==> config.mk <==
export PLATFORM = sky130hd
export DESIGN_NAME = spi_fifo_master
export DESIGN_NICKNAME = d
export VERILOG_FILES = /design/src/rtl/spim_pkg.sv /design/src/rtl/spim_fifo.sv /design/src/rtl/spim_engine.sv /design/src/rtl/spi_fifo_master.sv
export SDC_FILE = /design/constraint.sdc
export NUM_CORES = 1
export LEC_CHECK = 0
export ABC_AREA = 0
export ABC_CLOCK_PERIOD_IN_PS = 12800
export CAP_MARGIN = 5
export CORE_UTILIZATION = 60
export DETAILED_ROUTE_END_ITERATION = 10
export PLACE_DENSITY = 0.77
export SLEW_MARGIN = 20
export SYNTH_ARGS = -nofsm -noshare
export SYNTH_HDL_FRONTEND = slang
export SYNTH_SLANG_ARGS = --single-unit
==> constraint.sdc <==
create_clock -name clk -period 12.8 [get_ports clk]
set_input_delay 3.2 -clock clk [delete_from_list [all_inputs] [get_ports clk]]
set_output_delay 3.2 -clock clk [all_outputs]
set_load 0.05 [all_outputs]
==> src/rtl/spim_pkg.sv <==
package spim_pkg;
   localparam logic [5:0] ADDR_RXD   = 6'h00;
   localparam logic [5:0] ADDR_TXD   = 6'h04;
   localparam logic [5:0] ADDR_CTL   = 6'h08;
   localparam logic [5:0] ADDR_BURST = 6'h20;
   localparam logic [5:0] ADDR_XMIT  = 6'h24;
   localparam logic [5:0] ADDR_STAT  = 6'h28;

   localparam int B_EN    = 0;
   localparam int B_MS    = 1;
   localparam int B_CPHA  = 2;
   localparam int B_CPOL  = 3;
   localparam int B_CSLOW = 4;
   localparam int B_TXCLR = 8;
   localparam int B_RXCLR = 9;
   localparam int B_XCH   = 10;
   localparam int B_SEL0  = 12;
   localparam int B_MAN   = 16;
   localparam int B_MLVL  = 17;
   localparam int B_OVF   = 31;

   typedef enum logic [1:0] {
      ENG_IDLE  = 2'd0,
      ENG_LEAD  = 2'd1,
      ENG_SHIFT = 2'd2,
      ENG_TAIL  = 2'd3
   } eng_state_e;

   typedef struct packed {
      logic       man_lvl;
      logic       man_en;
      logic [1:0] cs_sel;
      logic       cs_low;
      logic       cpol;
      logic       cpha;
      logic       master;
      logic       enable;
   } ctl_t;
endpackage

==> src/rtl/spim_fifo.sv <==
module spim_fifo #(
   parameter int WIDTH = 8,
   parameter int DEPTH = 64
) (
   input  logic                             clk,
   input  logic                             rst_n,
   input  logic                             flush,
   input  logic                             push,
   input  logic [WIDTH-1:0]                 wdata,
   input  logic                             pop,
   output logic [WIDTH-1:0]                 rdata,
   output logic [$clog2(DEPTH+1)-1:0]       count,
   output logic                             full,
   output logic                             empty
);
   localparam int AW = (DEPTH > 1) ? $clog2(DEPTH) : 1;
   localparam int CW = $clog2(DEPTH + 1);
   localparam bit POW2 = ((DEPTH & (DEPTH - 1)) == 0);

   if (DEPTH < 2) begin : g_bad_depth
      $error("spim_fifo: DEPTH must be at least 2");
   end
   if (WIDTH < 1) begin : g_bad_width
      $error("spim_fifo: WIDTH must be positive");
   end

   logic [WIDTH-1:0] mem [DEPTH];
   logic [AW-1:0]    rd_ptr, wr_ptr, rd_nxt, wr_nxt;
   logic             do_push, do_pop;

   assign full    = (count == CW'(DEPTH));
   assign empty   = (count == '0);
   assign do_push = push & ~full;
   assign do_pop  = pop & ~empty;
   assign rdata   = mem[rd_ptr];

   if (POW2) begin : g_wrap_natural
      assign wr_nxt = wr_ptr + 1'b1;
      assign rd_nxt = rd_ptr + 1'b1;
   end else begin : g_wrap_compare
      assign wr_nxt = (wr_ptr == AW'(DEPTH - 1)) ? '0 : wr_ptr + 1'b1;
      assign rd_nxt = (rd_ptr == AW'(DEPTH - 1)) ? '0 : rd_ptr + 1'b1;
   end

   always_ff @(posedge clk) begin
      if (!rst_n) begin
         rd_ptr <= '0;
         wr_ptr <= '0;
         count  <= '0;
      end else if (flush) begin
         rd_ptr <= '0;
         wr_ptr <= '0;
         count  <= '0;
      end else begin
         if (do_push) wr_ptr <= wr_nxt;
         if (do_pop)  rd_ptr <= rd_nxt;
         count <= count + CW'(do_push) - CW'(do_pop);
      end
   end

   always_ff @(posedge clk) begin
      if (do_push && !flush) mem[wr_ptr] <= wdata;
   end

   AST_FIFO_CNT_RANGE: assert property (@(posedge clk) disable iff (!rst_n)
      count <= CW'(DEPTH));
   AST_FIFO_FULL_DROP: assert property (@(posedge clk) disable iff (!rst_n)
      (push && full && !pop && !flush) |=> $stable(count));
   AST_FIFO_EMPTY_POP: assert property (@(posedge clk) disable iff (!rst_n)
      (pop && empty && !push && !flush) |=> $stable(count));
endmodule

==> src/rtl/spim_engine.sv <==
module spim_engine
   import spim_pkg::*;
#(
   parameter int CNT_W = 24
) (
   input  logic             clk,
   input  logic             rst_n,
   input  logic             tick,
   input  logic             start,
   input  logic [CNT_W-1:0] count,
   input  logic             cfg_cpol,
   input  logic             cfg_cpha,
   input  logic [7:0]       tx_byte,
   input  logic             tx_empty,
   output logic             tx_pop,
   input  logic             miso,
   output logic             rx_push,
   output logic [7:0]       rx_byte,
   output logic             busy,
   output logic             sclk,
   output logic             mosi
);
   if (CNT_W < 1 || CNT_W > 31) begin : g_bad_cnt
      $error("spim_engine: CNT_W out of range");
   end

   eng_state_e       state;
   logic [CNT_W-1:0] remaining;
   logic [2:0]       bit_idx;
   logic             half, act, cpol_q, cpha_q, mosi_q;
   logic [7:0]       tx_sh, rx_sh, next_byte, rx_in;
   logic             shift_tick, byte_end, load_next, eff_cpha;

   assign shift_tick = tick && (state == ENG_SHIFT);
   assign byte_end   = shift_tick && half && (bit_idx == 3'd7);
   assign load_next  = byte_end && (remaining != CNT_W'(1));
   assign tx_pop     = (start || load_next) && !tx_empty;
   assign next_byte  = tx_empty ? 8'h00 : tx_byte;
   assign rx_in      = {rx_sh[6:0], miso};
   assign rx_push    = byte_end;
   assign rx_byte    = cpha_q ? rx_in : rx_sh;
   assign busy       = (state != ENG_IDLE);
   assign sclk       = cpol_q ^ act;
   assign mosi       = mosi_q;
   assign eff_cpha   = (state == ENG_IDLE) ? cfg_cpha : cpha_q;

   always_ff @(posedge clk) begin
      if (!rst_n) begin
         state     <= ENG_IDLE;
         remaining <= '0;
         bit_idx   <= '0;
         half      <= 1'b0;
         act       <= 1'b0;
         cpol_q    <= 1'b0;
         cpha_q    <= 1'b0;
         mosi_q    <= 1'b0;
         tx_sh     <= '0;
         rx_sh     <= '0;
      end else begin
         unique case (state)
            ENG_IDLE: begin
               if (start) begin
                  remaining <= count;
                  bit_idx   <= '0;
                  half      <= 1'b0;
                  act       <= 1'b0;
                  cpol_q    <= cfg_cpol;
                  cpha_q    <= cfg_cpha;
                  if (!eff_cpha) begin
                     mosi_q <= next_byte[7];
                     tx_sh  <= {next_byte[6:0], 1'b0};
                  end else begin
                     tx_sh  <= next_byte;
                  end
                  state <= ENG_LEAD;
               end
            end
            ENG_LEAD: begin
               if (tick) state <= ENG_SHIFT;
            end
            ENG_SHIFT: begin
               if (tick) begin
                  if (!half) begin
                     act  <= 1'b1;
                     half <= 1'b1;
                     if (!cpha_q) begin
                        rx_sh <= rx_in;
                     end else begin
                        mosi_q <= tx_sh[7];
                        tx_sh  <= {tx_sh[6:0], 1'b0};
                     end
                  end else begin
                     act  <= 1'b0;
                     half <= 1'b0;
                     if (cpha_q) rx_sh <= rx_in;
                     if (bit_idx == 3'd7) begin
                        bit_idx   <= '0;
                        remaining <= remaining - 1'b1;
                        if (remaining == CNT_W'(1)) begin
                           state <= ENG_TAIL;
                        end else if (!cpha_q) begin
                           mosi_q <= next_byte[7];
                           tx_sh  <= {next_byte[6:0], 1'b0};
                        end else begin
                           tx_sh  <= next_byte;
                        end
                     end else begin
                        bit_idx <= bit_idx + 1'b1;
                        if (!cpha_q) begin
                           mosi_q <= tx_sh[7];
                           tx_sh  <= {tx_sh[6:0], 1'b0};
                        end
                     end
                  end
               end
            end
            ENG_TAIL: begin
               if (tick) state <= ENG_IDLE;
            end
            default: state <= ENG_IDLE;
         endcase
      end
   end

   AST_BUSY_FROM_START: assert property (@(posedge clk) disable iff (!rst_n)
      $rose(busy) |-> $past(start));
   AST_ACT_ONLY_SHIFT: assert property (@(posedge clk) disable iff (!rst_n)
      (state != ENG_SHIFT) |-> !act);
   AST_REMAIN_NONZERO: assert property (@(posedge clk) disable iff (!rst_n)
      (state == ENG_SHIFT) |-> (remaining != '0));
endmodule

==> src/rtl/spi_fifo_master.sv <==
module spi_fifo_master
   import spim_pkg::*;
#(
   parameter int DEPTH  = 64,
   parameter int NUM_CS = 4,
   parameter int CNT_W  = 24
) (
   input  logic              clk,
   input  logic              rst_n,
   input  logic              bus_sel,
   input  logic              bus_wr,
   input  logic [5:0]        bus_addr,
   input  logic [31:0]       bus_wdata,
   output logic [31:0]       bus_rdata,
   input  logic              rate_tick,
   output logic              spi_sclk,
   output logic              spi_mosi,
   input  logic              spi_miso,
   output logic [NUM_CS-1:0] spi_cs
);
   localparam int CW = $clog2(DEPTH + 1);

   if (NUM_CS < 1 || NUM_CS > 4) begin : g_bad_cs
      $error("spi_fifo_master: NUM_CS must be 1 to 4");
   end
   if (CW > 24) begin : g_bad_fill
      $error("spi_fifo_master: DEPTH too large for the status field");
   end
   if (CNT_W < 1 || CNT_W > 24) begin : g_bad_cntw
      $error("spi_fifo_master: CNT_W must be 1 to 24");
   end

   ctl_t             ctl_q;
   logic [CNT_W-1:0] burst_q, xmit_q;
   logic             ovf_q;

   logic wr_hit, wr_ctl, wr_txd, wr_stat, wr_burst, wr_xmit, rd_rxd;
   logic eng_start, eng_busy, eng_sclk, eng_tx_pop, eng_rx_push;
   logic eff_cpol, eff_cpha;
   logic [7:0] tx_head, rx_head, eng_rx_byte;
   logic [CW-1:0] tx_cnt, rx_cnt;
   logic tx_full, tx_empty, rx_full, rx_empty;
   logic ovf_set, ovf_clr;
   logic [31:0] ctl_rd;

   assign wr_hit   = bus_sel & bus_wr;
   assign wr_ctl   = wr_hit & (bus_addr == ADDR_CTL);
   assign wr_txd   = wr_hit & (bus_addr == ADDR_TXD);
   assign wr_stat  = wr_hit & (bus_addr == ADDR_STAT);
   assign wr_burst = wr_hit & (bus_addr == ADDR_BURST);
   assign wr_xmit  = wr_hit & (bus_addr == ADDR_XMIT);
   assign rd_rxd   = bus_sel & ~bus_wr & (bus_addr == ADDR_RXD);

   assign eng_start = wr_ctl & bus_wdata[B_XCH] & bus_wdata[B_EN] & bus_wdata[B_MS]
                      & ~eng_busy & (burst_q != '0);
   assign eff_cpol  = wr_ctl ? bus_wdata[B_CPOL] : ctl_q.cpol;
   assign eff_cpha  = wr_ctl ? bus_wdata[B_CPHA] : ctl_q.cpha;

   always_ff @(posedge clk) begin
      if (!rst_n) begin
         ctl_q   <= '0;
         burst_q <= '0;
         xmit_q  <= '0;
      end else begin
         if (wr_ctl) begin
            ctl_q.enable  <= bus_wdata[B_EN];
            ctl_q.master  <= bus_wdata[B_MS];
            ctl_q.cpha    <= bus_wdata[B_CPHA];
            ctl_q.cpol    <= bus_wdata[B_CPOL];
            ctl_q.cs_low  <= bus_wdata[B_CSLOW];
            ctl_q.cs_sel  <= bus_wdata[B_SEL0 +: 2];
            ctl_q.man_en  <= bus_wdata[B_MAN];
            ctl_q.man_lvl <= bus_wdata[B_MLVL];
         end
         if (wr_burst) burst_q <= bus_wdata[CNT_W-1:0];
         if (wr_xmit)  xmit_q  <= bus_wdata[CNT_W-1:0];
      end
   end

   assign ovf_set = (wr_txd & tx_full) | (eng_rx_push & rx_full);
   assign ovf_clr = wr_stat & bus_wdata[B_OVF];

   always_ff @(posedge clk) begin
      if (!rst_n)       ovf_q <= 1'b0;
      else if (ovf_set) ovf_q <= 1'b1;
      else if (ovf_clr) ovf_q <= 1'b0;
   end

   spim_fifo #(.WIDTH(8), .DEPTH(DEPTH)) u_txq (
      .clk(clk), .rst_n(rst_n),
      .flush(wr_ctl & bus_wdata[B_TXCLR]),
      .push(wr_txd), .wdata(bus_wdata[7:0]),
      .pop(eng_tx_pop), .rdata(tx_head),
      .count(tx_cnt), .full(tx_full), .empty(tx_empty)
   );

   spim_fifo #(.WIDTH(8), .DEPTH(DEPTH)) u_rxq (
      .clk(clk), .rst_n(rst_n),
      .flush(wr_ctl & bus_wdata[B_RXCLR]),
      .push(eng_rx_push), .wdata(eng_rx_byte),
      .pop(rd_rxd), .rdata(rx_head),
      .count(rx_cnt), .full(rx_full), .empty(rx_empty)
   );

   spim_engine #(.CNT_W(CNT_W)) u_eng (
      .clk(clk), .rst_n(rst_n), .tick(rate_tick),
      .start(eng_start), .count(burst_q),
      .cfg_cpol(eff_cpol), .cfg_cpha(eff_cpha),
      .tx_byte(tx_head), .tx_empty(tx_empty), .tx_pop(eng_tx_pop),
      .miso(spi_miso), .rx_push(eng_rx_push), .rx_byte(eng_rx_byte),
      .busy(eng_busy), .sclk(eng_sclk), .mosi(spi_mosi)
   );

   assign spi_sclk = eng_busy ? eng_sclk : ctl_q.cpol;

   for (genvar gi = 0; gi < NUM_CS; gi++) begin : g_cs
      always_comb begin
         if (ctl_q.cs_sel == 2'(gi)) begin
            if (ctl_q.man_en)  spi_cs[gi] = ctl_q.man_lvl;
            else if (eng_busy) spi_cs[gi] = ~ctl_q.cs_low;
            else               spi_cs[gi] = ctl_q.cs_low;
         end else begin
            spi_cs[gi] = ctl_q.cs_low;
         end
      end
   end

   always_comb begin
      ctl_rd              = '0;
      ctl_rd[B_EN]        = ctl_q.enable;
      ctl_rd[B_MS]        = ctl_q.master;
      ctl_rd[B_CPHA]      = ctl_q.cpha;
      ctl_rd[B_CPOL]      = ctl_q.cpol;
      ctl_rd[B_CSLOW]     = ctl_q.cs_low;
      ctl_rd[B_XCH]       = eng_busy;
      ctl_rd[B_SEL0 +: 2] = ctl_q.cs_sel;
      ctl_rd[B_MAN]       = ctl_q.man_en;
      ctl_rd[B_MLVL]      = ctl_q.man_lvl;
   end

   always_comb begin
      bus_rdata = '0;
      unique case (bus_addr)
         ADDR_RXD:   bus_rdata = {24'h0, rx_head};
         ADDR_CTL:   bus_rdata = ctl_rd;
         ADDR_BURST: bus_rdata = 32'(burst_q);
         ADDR_XMIT:  bus_rdata = 32'(xmit_q);
         ADDR_STAT:  bus_rdata = {ovf_q, (31 - CW)'(0), rx_cnt};
         default:    bus_rdata = '0;
      endcase
   end

   AST_OVF_STICKY: assert property (@(posedge clk) disable iff (!rst_n)
      (ovf_q && !ovf_clr) |=> ovf_q);
   AST_CS_IDLE_LEVEL: assert property (@(posedge clk) disable iff (!rst_n)
      (!eng_busy && !ctl_q.man_en) |-> (spi_cs == {NUM_CS{ctl_q.cs_low}}));
   AST_SCLK_HOLD_IDLE: assert property (@(posedge clk) disable iff (!rst_n)
      (!eng_busy && $past(!eng_busy) && $stable(ctl_q.cpol)) |-> $stable(spi_sclk));
endmodule

==> impl_results.md, run 1 <==
* Vias at 27100
* Top Ports at 82
* Worst vdd ir at 0.000135 V
* Hold-fix buffers, CTS at 0
* CP max FO at 10
* Clock latency on the worst-skew pair at 0.71 ns
* Synth cell types at 80
* DR pass1 iterations at 6
* Synthesized cell area at 47900 um^2
* Cell Pwr Density at 143 nW/um^2
* Most common cell after layout, fill and taps aside: edfxtp_1
* DR iter-0 viols at 3562
* Crit-path max cell delay at 0.88 ns
* Synth Area in Adders at 0.00893
* Sink Count at 1181
* Combinational share of power at 0.013
* Post-synth EDFFs at 1024
* GR met3 Demand/Resource at 0.0579
* Lkg Pwr at 17.3 nW
* Slowest-stage cell, CP: clkdlybuf4s50_1
* Synth warn at 0
* Nets@finish at 2953
* Crit share post-route at 0.746
* Non-filler instance count after layout at 4016
* Met2 Usage GRT at 0.465
* Switching pwr at 0.00154 W
* Clk pin slew, worst setup/hold paths at 0.06 ns
* Status: finished, final reports clean
* Die extent in y at 285 um
* Depth of the worst register-to-register path at 8
* Tmin final at 9.55 ns
* Cell seen most often among critical-path stages: clkdlybuf4s50_1
* Most frequent cells in the layout: edfxtp_1 (1024), mux4_2 (285), nor2_1 (231)
* Antenna viol nets, final at 0
* Root Driver: clkbuf_16
* Seq/Total Area, Yosys at 0.708
* Critical-path cell list: clkdlybuf4s50_1, or4_4, nor2_1, a222oi_1, nand3_1, clkdlybuf4s50_1
* Routability cong. at 0.877
* Sequential Power Share at 0.544
* Post-cts resize count at 0
* Simple-gate share of the synthesized area at 0.0635
* Top FF cell, synth: edfxtp_1
* Cells after Synth at 2808
* Num rows at 103
* Max clock buf depth at 3
* Final setup viols at 0
* GR Util All Layers at 0.287
* Hold Vio Cnt, Final at 0
* Slew @ Worst Pin at 1.17 ns
* Crit Path Class: input port to primary output
* CP required at 9.60 ns
* Worst hold path stage count at 2
* Post-CTS setup buffers at 0
* Crit start category: input port
* First-pass GRT wire length at 172000 um
* Met1 usage in global routing at 0.393
* Total core area at 79000 um^2
* Antenna violations before repair at 1
* Clock Skew at 0.0691 ns
* H-Tree Depth at 3
* Mapped Avg Cell Area at 17.1 um^2
* Buf/Inv on CP at 2
* Drt wl/cell at 28.9 um
* Worst hold path type: register to register
* Final Total Pwr at 0.00764 W
* DRC at 0
* Clk pwr share at 0.443
* Max cap viols at 0
* FMAX at 0.105 GHz
* Slew Limit Fails at 0
* Crit. End Element: primary output
* Port bufs at 67
* Number of global-route vias before repair at 26900
* Async set or reset register ratio after synthesis at 0
* Switching Fraction at 0.201
* Initial core utilization at 0.606
* Layout cells sized above 1 at 0.190
* Die X at 285 um
* Worst Path Arrival at 6.35 ns
* Worst path depth at 6
* DP Cell Count at 3811
* Largest family of logic cells by synthesized area: multiplexers
* Post-DP HPWL at 67900 um
* Global route overflow at 0
* FF+latch count, synth at 1181
* CTS tree: yes
* Multiplexer share of the synthesized area at 0.154
* Sum of negative setup slack at 0 ns
* Compound-gate portion of the synthesized area at 0.0430
* DIE AREA at 81000 um^2
* RSZ-0062 raised after global routing: false
* XOR/XNOR share of the synthesized area at 0.00512
* Slew HR at 0.216
* Vias per inst at 6.74
* Largest net degree at the start of global routing at 87
* Layout area overhead at 11.4%
* N_diodes at 0
* Final WL at 116000 um
* Busiest grt layer: met2
* Top cell family by delay on the critical path: simple AND/OR/NAND/NOR gates
* Internal power at 0.00610 W
* Num CTS Buffers at 112
## registers in the layout (all words and copies together) (netlist names), 6 cells and up, named ones only
| name | flops |
|---|---|
| xmit_q | 24 |
| u_rxq.wr_ptr | 6 |
| u_rxq.rd_ptr | 6 |
| ctl_q | 9 |
| u_txq.count | 7 |
| u_rxq.mem | 512 |
| u_rxq.count | 7 |
| burst_q | 24 |
| u_eng.rx_sh | 8 |
| u_txq.rd_ptr | 6 |
| u_txq.mem | 512 |
| u_txq.wr_ptr | 6 |
| u_eng.tx_sh | 8 |
| u_eng.remaining | 24 |
## path summary, 6_finish.rpt
check / start / endpoint / slack, ns
min: xmit_q[10]$_SDFFE_PN0P_ / xmit_q[10]$_SDFFE_PN0P_ / 0.46
max: bus_addr[4] / bus_rdata[3] / 3.25
min reg2reg: xmit_q[10]$_SDFFE_PN0P_ / xmit_q[10]$_SDFFE_PN0P_ / 0.46
max reg2reg: u_eng.state[0]$_SDFFE_PN0P_ / u_rxq.mem[15][2]$_DFFE_PP_ / 7.62
## worst register-to-register path, cell delays in order (launching register included)
cell and delay (ns):
dfxtp_1 0.34, inv_1 0.13, ha_2 0.86, nand2_1 0.30, nor2_1 0.40, a21boi_1 0.99, and3_1 0.40, nand3_1 0.51
nor2_1 0.88
## final cells by class
| cell class | instances | area (um^2) |
|---|---|---|
| clock buffer | 145 | 3030 |
| tap | 1050 | 1310 |
| fill | 4830 | 25600 |
| multi-input combinational | 1430 | 13200 |
| timing repair buffer | 116 | 1000 |
| clock inverter | 59 | 737 |
| sequential | 1181 | 33900 |
| inverter | 35 | 131 |
## per-stage QoR
step	utilization	area (um^2)	worst slack, ns	hold slack (ns)
floorplan	-	47900	4.39	0.436
global placement	0.627	49500	3.26	0.442
detailed placement	0.627	49500	3.26	0.450
CTS	0.675	53300	3.27	0.458
global route	0.676	53400	3.16	0.478
finish	0.676	53400	3.25	0.461
## layer usage
metal / routed length (um) / up-vias
met1: 43300 / 13800
met5: 0 / -
li1: - / 11200
met4: 4320 / 0
met3: 11600 / 284
met2: 56800 / 1725
## synth_stat cells, types with 7 or more instances
library cell  instances  area share
nand3_1              35      0.0037
or3_1                11      0.0014
nand2_1             217       0.017
buf_2                23      0.0024
a31oi_1              13      0.0017
mux2i_1              79       0.017
o21a_1                7      0.0011
edfxtp_1           1024        0.64
o22ai_1              19      0.0025
a21oi_1             111       0.012
and3_1               12      0.0016
a22oi_1              18      0.0028
nor3_1               44      0.0046
xor2_1               17      0.0031
nand3b_1             10      0.0016
xnor2_1              11      0.0020
buf_4                14      0.0022
nor2b_1              19      0.0025
buf_1                29      0.0023
a221oi_1             14      0.0026
mux2_2               14      0.0033
nor2_1              231       0.018
o21ai_0              51      0.0053
ha_1                 31      0.0081
nand2b_1             16      0.0021
a211oi_1             12      0.0019
clkbuf_1             98      0.0077
mux4_2              285        0.13
nor4_1               15      0.0020
inv_1                34      0.0027
nand4_1              12      0.0016
o31ai_1               9      0.0014
and2_1                9      0.0012
dfxtp_1             157       0.066
## power by group through the flow
stage	Sequential [W]	Combinational [W]	Clock [W]
floorplan	0.00424	0.0000448	0
global placement	0.00424	0.0000931	0
detailed placement	0.00424	0.0000981	0
CTS	0.00415	0.0000987	0.00340
global route	0.00415	0.000106	0.00354
finish	0.00415	0.000100	0.00338
## cells by family (layout without fill, tap and decap cells)
| family | Yosys count | after routing |
|---|---|---|
| other | 1 | 7 |
| multiplexers | 378 | 378 |
| buffers and inverters | 203 | 355 |
| flip-flops | 1181 | 1181 |
| XOR/XNOR | 28 | 28 |
| adder cells (fa/ha/maj) | 33 | 33 |
| AO/OA/AOI/OAI | 319 | 319 |
| AND/OR/NAND/NOR | 665 | 665 |
No activity file was read; power rests on OpenSTA's default activity.
==> inputs of run 2 (changes only) <==
--- a/config.mk
+++ b/config.mk
@@ -6,7 +6,7 @@
 export NUM_CORES = 1
 export LEC_CHECK = 0
 export ABC_AREA = 0
-export ABC_CLOCK_PERIOD_IN_PS = 12800
+export ABC_CLOCK_PERIOD_IN_PS = 8800
 export CAP_MARGIN = 5
 export CORE_UTILIZATION = 60
 export DETAILED_ROUTE_END_ITERATION = 10
==> constraint.sdc (replaced) <==
create_clock -name clk -period 8.8 [get_ports clk]
set_input_delay 2.2 -clock clk [delete_from_list [all_inputs] [get_ports clk]]
set_output_delay 2.2 -clock clk [all_outputs]
set_load 0.05 [all_outputs]
==> run 2 against run 1 <==
  * Cell count rose by 0.25%
  * Highest routed layer unchanged
  * Critical path depth rose by 2
  * Via count fell by 0.20%
  * Flip-flop and latch count did not move
  * Largest power group unchanged
  * First-iteration DRC count fell by 1.4%
  * Largest cell class unchanged
  * Clock skew fell by 0.019 ns
  * Non-clock buffer count fell by 1
  * Sequential power rose by 46%
  * Die area did not move
  * Total power rose by 44%
==> impl_results.md, run 2 (same netlist as run 1, synthesis figures left out) <==
* Antenna viol nets, final at 0
* H-Tree Depth at 3
* Num rows at 103
* Number of global-route vias before repair at 26600
* DR pass1 iterations at 8
* Most frequent cells in the layout: edfxtp_1 (1024), mux4_2 (285), nor2_1 (231)
* Worst hold path type: register to register
* Fillers at 4838
* Layout cells sized above 1 at 0.193
* Hold-fix buffers, CTS at 0
* Multi-input gate area at 13200 um^2
* Worst Path Arrival at 5.03 ns
* GR Util All Layers at 0.283
* Clk pin slew, worst setup/hold paths at 0.07 ns
* CP max FO at 17
* Clock Skew at 0.0506 ns
* Slew HR at 0.165
* Routability cong. at 0.883
* Status: finished, final reports clean
* RSZ-0062 raised after global routing: false
* Setup crit start: bus_addr[4]
* DRC at 0
* Cell Pwr Density at 207 nW/um^2
* Die X at 285 um
* DIE AREA at 81000 um^2
* Hold Vio Cnt, Final at 0
* Die extent in y at 285 um
* Max cap viols at 0
* Final WL at 114000 um
* Clock latency on the worst-skew pair at 0.69 ns
* Initial core utilization at 0.606
* Antenna violations before repair at 5
* Final setup viols at 0
* Lkg Pwr at 17.0 nW
* Register area at 33900 um^2
* HP Start: xmit_q[8]$_SDFFE_PN0P_
* Top flop regs: u_rxq.mem: 512 flops, u_txq.mem: 512 flops
* Final hold slack at 0.459 ns
* Slew @ Worst Pin at 1.25 ns
* Crit. End Element: primary output
* Sum of negative setup slack at 0 ns
* Layout area overhead at 11.4%
* Worst vdd ir at 0.000260 V
* Largest net degree at the start of global routing at 86
* Post-cts resize count at 0
* Post-CTS setup buffers at 0
* Crit share post-route at 0.821
* CP required at 6.60 ns
* Max clock buf depth at 3
* Post-layout util at 0.676
* Sink Count at 1181
* First-pass GRT wire length at 171000 um
* Reg2Reg Launch Point: u_eng.state[0]$_SDFFE_PN0P_
* Nets@finish at 2953
* DR iter-0 viols at 3512
* Total core area at 79000 um^2
* Post-DP HPWL at 68000 um
* Slew Limit Fails at 0
* FMAX at 0.138 GHz
* Vias per inst at 6.71
* Crit Path Class: input port to primary output
* Top Ports at 82
* CTS tree: yes
* Drt wl/cell at 28.3 um
* Most common cell after layout, fill and taps aside: edfxtp_1
* Root Driver: clkbuf_16
* Port bufs at 67
* Crit start category: input port
* Vias at 27000
* Tmin final at 7.23 ns
* Global route overflow at 0
* Num CTS Buffers at 113
## run 2: cell types whose count changed in the layout (fill, tap and decap cells not counted), sizes merged
| cell | delta |
|---|---|
| inv | +4 |
| buf | -1 |
| clkinv | +3 |
| bufinv | -3 |
| clkbuf | -2 |
| clkinvlp | +6 |
| diode | +3 |
## run 2: final timing paths
path | endpoint | slack, ns | cells after the start
worst max register to register | u_rxq.mem[6][5]$_DFFE_PP_ | 3.81 | 9
worst min-delay path | xmit_q[8]$_SDFFE_PN0P_ | 0.46 | 2
worst min register to register | xmit_q[8]$_SDFFE_PN0P_ | 0.46 | 2
worst max-delay path | bus_rdata[3] | 1.57 | 8
## run 2: critical path: stages
cell,delay [ns]
clkdlybuf4s50_1,0.44
nor3_1,0.21
nand2_1,0.15
or2_2,0.48
nor2_1,0.40
nand2_1,0.10
nand3_1,0.16
clkdlybuf4s50_1,0.88
## run 2: area by class of cell
class	count	area share
flip-flops and latches	1181	0.635
clock buffers	143	0.0565
diodes	3	0.000141
repair buffers	115	0.0193
inverters	35	0.00246
well taps	1050	0.0246
clock inverters	69	0.0137
multi-input cells	1430	0.248
## run 2: metrics by stage
stage / worst slack (ns) / instances / total power, W / instance area (um^2)
3_3_place_gp: 1.57 / 3810 / 0.00630 / 49600
4_1_cts: 1.60 / 4022 / 0.0111 / 53300
5_1_grt: 1.43 / 4023 / 0.0113 / 53400
6_report: 1.57 / 4026 / 0.0110 / 53400
2_1_floorplan: 2.39 / 2814 / 0.00623 / 47900
3_5_place_dp: 1.62 / 3810 / 0.00631 / 49600
## run 2: per-layer routing
layer	GRT usage	up-vias	share of wire
li1	-	11300	-
met1	0.399	13800	0.38
met2	0.461	1680	0.49
met3	0.0439	240	0.092
met4	0.0898	0	0.031
met5	0	-	0
## run 2: power by group
part           leakage (nW)  switching, W  internal, W
sequential             11.2    0.00000673      0.00604
clock                  1.81       0.00213      0.00272
combinational          3.95      0.000104    0.0000399
